File: src/rtl/psd_pkg.sv
package psd_pkg;

    typedef enum logic {
        MOD_BASE  = 1'b0,
        MOD_PLUS1 = 1'b1
    } modulus_e;

endpackage

File: src/rtl/psd_prescaler.sv
module psd_prescaler
    import psd_pkg::*;
#(
    parameter int SWAL_W = 5
) (
    input  logic     clk,
    input  logic     rst_n,
    input  logic     clear_i,
    input  modulus_e modulus_i,
    output logic     wrap_o
);
    localparam int BASE = 1 << SWAL_W;
    localparam int PC_W = SWAL_W + 1;

    typedef struct packed {
        logic [PC_W-1:0] pc;
    } pre_state_t;

    pre_state_t st_d, st_q;
    logic       wrap;

    always_comb begin
        st_d = st_q;
        if (modulus_i == MOD_PLUS1) begin
            wrap = (st_q.pc == PC_W'(BASE));
        end else begin
            wrap = (st_q.pc == PC_W'(BASE - 1));
        end
        if (clear_i || wrap) begin
            st_d.pc = '0;
        end else begin
            st_d.pc = st_q.pc + 1'b1;
        end
    end

    always_ff @(posedge clk or negedge rst_n) begin
        if (!rst_n) begin
            st_q <= '0;
        end else begin
            st_q <= st_d;
        end
    end

    assign wrap_o = wrap && !clear_i;

endmodule

File: src/rtl/psd_swallow_ctrl.sv
module psd_swallow_ctrl
    import psd_pkg::*;
#(
    parameter int MAIN_W = 12,
    parameter int SWAL_W = 5
) (
    input  logic              clk,
    input  logic              rst_n,
    input  logic              clear_i,
    input  logic              wrap_i,
    input  logic [MAIN_W-1:0] main_i,
    input  logic [SWAL_W-1:0] swal_i,
    output modulus_e          modulus_o,
    output logic              last_o
);
    typedef struct packed {
        logic              fresh;
        logic [MAIN_W-1:0] m;
        logic [SWAL_W-1:0] s;
        logic [MAIN_W-1:0] mc;
        logic [SWAL_W-1:0] sc;
    } ctl_state_t;

    ctl_state_t st_d, st_q;
    logic       plus1;
    logic       last;

    always_comb begin
        plus1 = (st_q.sc < st_q.s);
        last  = wrap_i && !st_q.fresh && (st_q.mc == st_q.m - 1'b1);
        st_d  = st_q;
        if (clear_i) begin
            st_d       = '0;
            st_d.fresh = 1'b1;
        end else if (st_q.fresh) begin
            st_d.fresh = 1'b0;
            st_d.m     = main_i;
            st_d.s     = swal_i;
        end else if (last) begin
            st_d.m  = main_i;
            st_d.s  = swal_i;
            st_d.mc = '0;
            st_d.sc = '0;
        end else if (wrap_i) begin
            st_d.mc = st_q.mc + 1'b1;
            if (plus1) begin
                st_d.sc = st_q.sc + 1'b1;
            end
        end
    end

    always_ff @(posedge clk or negedge rst_n) begin
        if (!rst_n) begin
            st_q       <= '0;
            st_q.fresh <= 1'b1;
        end else begin
            st_q <= st_d;
        end
    end

    assign modulus_o = plus1 ? MOD_PLUS1 : MOD_BASE;
    assign last_o    = last;

endmodule

File: src/rtl/pulse_swallow_div.sv
module pulse_swallow_div
    import psd_pkg::*;
#(
    parameter int MAIN_W = 12,
    parameter int SWAL_W = 5
) (
    input  logic              clk,
    input  logic              rst_n,
    input  logic              standby_i,
    input  logic [MAIN_W-1:0] main_i,
    input  logic [SWAL_W-1:0] swal_i,
    output logic              pulse_o,
    output logic              modsel_o
);
    typedef struct packed {
        logic pulse;
    } out_state_t;

    out_state_t st_d, st_q;
    modulus_e   modulus;
    logic       wrap;
    logic       last;

    psd_prescaler #(
        .SWAL_W (SWAL_W)
    ) u_pre (
        .clk       (clk),
        .rst_n     (rst_n),
        .clear_i   (standby_i),
        .modulus_i (modulus),
        .wrap_o    (wrap)
    );

    psd_swallow_ctrl #(
        .MAIN_W (MAIN_W),
        .SWAL_W (SWAL_W)
    ) u_ctl (
        .clk       (clk),
        .rst_n     (rst_n),
        .clear_i   (standby_i),
        .wrap_i    (wrap),
        .main_i    (main_i),
        .swal_i    (swal_i),
        .modulus_o (modulus),
        .last_o    (last)
    );

    always_comb begin
        st_d.pulse = last && !standby_i;
    end

    always_ff @(posedge clk or negedge rst_n) begin
        if (!rst_n) begin
            st_q <= '0;
        end else begin
            st_q <= st_d;
        end
    end

    assign pulse_o  = st_q.pulse;
    assign modsel_o = (modulus == MOD_PLUS1);

endmodule

File: config.mk
export PLATFORM = sky130hd
export DESIGN_NAME = pulse_swallow_div
export DESIGN_NICKNAME = d
export VERILOG_FILES = /design/src/rtl/psd_pkg.sv /design/src/rtl/psd_prescaler.sv /design/src/rtl/psd_swallow_ctrl.sv /design/src/rtl/pulse_swallow_div.sv
export SDC_FILE = /design/constraint.sdc
export NUM_CORES = 1
export LEC_CHECK = 0
export ABC_AREA = 1
export BUFFER_PORTS_ARGS = -buffer_cell sky130_fd_sc_hd__buf_2
export CORE_AREA = 2 2 75 77
export CTS_CLUSTER_SIZE = 8
export DETAILED_ROUTE_END_ITERATION = 7
export DIE_AREA = 0 0 77 79
export PLACE_DENSITY = 0.78
export SYNTH_ARGS = -nofsm -noshare
export SYNTH_HDL_FRONTEND = slang
export SYNTH_SLANG_ARGS = --single-unit
File: constraint.sdc
create_clock -name clk -period 2.6 [get_ports clk]
set_clock_uncertainty 0.15 [all_clocks]
set_input_delay 0.52 -clock clk [delete_from_list [all_inputs] [get_ports clk]]
set_output_delay 0.52 -clock clk [all_outputs]
set_load 0.005 [all_outputs]
==> impl_metrics.toml <==
[sta]
rsz0062_at_grt = "yes"
hold_viol = 0
slew_violations = 0
slew-limit-headroom_pct = 59.65
period_share_pct = 92.13
setup_viol = 0
worst_pin_slew_ns = 0.6052
clock.fmax_mhz = 417.5
fin_ws_ns = 0.2045
fin_crit_ns = 2.395

[synthesis]
ys_ff_latch = 42
synth_edf_count = 0
async_flop_share_pct = 100.0
synth_area_um2 = 2805
synth_cells = 401
ys.flop_type = "dfrtp_1"
ys_seq_area_share_pct = 37.51
synth_nets = 429
ys_types = 31
syn_avg_cell_area_um2 = 6.995
yosys_warnings = 0

[detailed_routing]
final_antenna_net_count = 0
drt_first_pass_iters = 4
drc_errors = 0
num_vias = 2552
wl_um = 5927
post_drt_wl_per_cell_um = 11.85
drt_iter0_drc = 129
viasPerCell = 5.104

[global_routing]
grt_pass1_vias = 2182
grt_max_degree = 27
antenna_found_initial = 0
grt_overflow = 0
track_usage_pct = 20.59
grt_pass1_wl_um = 10050

[finish]
fin_cells = 500
final_cell_mix = "nand2_1, inv_1, nor2_1"
regArea_um2 = 1052
fin_nets = 456
fillers = 514
drive_gt1_share_pct = 15.89
n_antenna_cell = 0
multi_input_area_um2 = 1445
areaGrowthSynthToFinish_pct = 11.95
layout_commonest_cell = "nand2_1"
final_util_pct = 58.84

[critical_path]
critPathTopFamily = "simple AND/OR/NAND/NOR gates"
path_max_fanout = 16
slowest_delay_ns = 0.41
critPathSlowestCell = "dfrtp_1"
cp.required_ns = 2.62
setup.worst_path.end_class = "flop"
worst-path-buf-inv = 1
path_class = "reg2reg"
worst_path_most_repeated_cell = "nand2_1"
worst_setup_path_start_kind = "flop"
cp_cell_sequence = "ha_1 > nand2_1 > nor2_1 > nand2_1 > nand3_1 > nand2_1 > nand2_1 > nand2_1 > inv_2 > nand3_4 > nand2_1 > nor2_1"
crit_arrival_ns = 2.42

[power_and_ir_drop]
total_leakage_power_nw = 1.696
fin_total_pwr_w = 0.001502
peakVddDrop_v = 0.0003601
powerDensity_nw_per_um2 = 478.1

[floorplan]
dieArea_um2 = 6083
ios = 22
core_area_um2 = 5338
rows = 27
dieWidth_um = 77
start_util_pct = 52.56
die_y_um = 79

[place]
dp_hpwl_um = 4487
gp_congestion = 0.9178
post-place-cells = 491
dp_slack_ns = 0.2245
portBuffers = 21

[run_status]
status = "finished, final reports clean"

[clock_network]
cts_htree_levels = 2
cts_buffers = 5
cts_tree = "done"
clk_pin_slew_ns = 0.08
max-clock-path-buffers = 2
clock_latency_ns = 0.29
clock-sinks = 42
root_buffer = "clkbuf_8"

[min_path]
hold_path.class = "in2async"

[run]
drv_cap = 0
[metrics by stage]
step | setup TNS (ns) | hold slack [ns] | cell area [um2]
floorplan | 0 | 0.07441 | 2805
global placement | 0 | 0.3555 | 2992
detailed placement | 0 | 0.3678 | 2992
finish | 0 | 0.07829 | 3141
global route | -0.01050 | 0.1147 | 3141
CTS | 0 | 0.09524 | 3104
[power breakdown]
part	total [W]	switching, W	leakage, nW	internal, W
Sequential	0.000709	0.0000296	0.563	0.000679
Combinational	0.000260	0.000166	1.08	0.0000947
Clock	0.000532	0.000225	0.0573	0.000307
Total	0.00150	0.000420	1.70	0.00108
[area by class of cell]
class                           instances  area share (%)
Tap cell                               72           2.869
Timing Repair Buffer                   29           5.777
Clock inverter                          1          0.9562
Clock buffer                            6           2.629
Sequential cell                        42           33.51
Inverter                               69           8.247
Multi-Input combinational cell        281           46.02
[state kept, by name, summed over array words and instances, names as in the netlist]
name        count
pulse_o         1
u_ctl.st_q     35
u_pre.st_q      6
[cell usage after synthesis, types with 2 or more instances]
cell type  instances  area, um2
nand3_2            2      20.02
o21ai_0            3      15.01
o22ai_1            2      12.51
nand2_2           11      68.82
nand2_1          105      394.1
xor2_1             7      61.31
clkbuf_1           5      18.77
ha_1               8      100.1
nand4_1           24      150.1
dfrtp_1           41       1026
nor2_2             4      25.02
a21oi_1            3      15.01
nor2_1            58      217.7
nand3b_1           3      22.52
nand3_1           24      120.1
inv_1             63      236.5
nand3_4            2      35.03
nor2_4             4      45.04
inv_2              5      18.77
o21ai_1            3      15.01
nor3_1             7      35.03
xnor2_1            6      52.55
buf_2              3      15.01
[logic make-up after synthesis]
logic type / count (synthesis) / synth area share (%)
AO/OA/AOI/OAI: 13 / 2.587
XOR/XNOR: 13 / 4.059
adder cells (fa/ha/maj): 8 / 3.568
buffers and inverters: 78 / 11.15
flip-flops: 42 / 37.51
AND/OR/NAND/NOR: 247 / 41.12
[routing by layer]
| layer | GRT usage, % | vias to the layer above | part of all wire, % |
|---|---|---|---|
| met4 | 8.214 | 0 | 2.8 |
| li1 | - | 1301 | - |
| met5 | 0 | - | 0 |
| met1 | 29.06 | 1176 | 47 |
| met2 | 31.93 | 59 | 46 |
| met3 | 3.295 | 16 | 4.2 |
[path summary, 6_finish.rpt]
check | startpoint | end | slack (ns) | cells after the start
worst max register to register | u_ctl.st_q[4] | u_ctl.st_q[15] | 0.20 | 12
worst min-delay path | rst_n | u_pre.st_q[2] | 0.08 | 1
max in group asynchronous | rst_n | u_ctl.st_q[14] | 1.66 | 2
min in group clk | swal_i[3] | u_ctl.st_q[20] | 0.36 | 5
worst min register to register | u_pre.st_q[0] | u_pre.st_q[0] | 0.37 | 1
worst max-delay path | u_ctl.st_q[4] | u_ctl.st_q[15] | 0.20 | 12
[repair_timing]
action	4_1_cts	5_1_grt
gates resized for setup	0	3
endpoints found under the hold margin	0	0
setup endpoints to repair	0	4
hold buffers	0	0
setup buffers	0	2
Power figures use the tool's default switching activity.
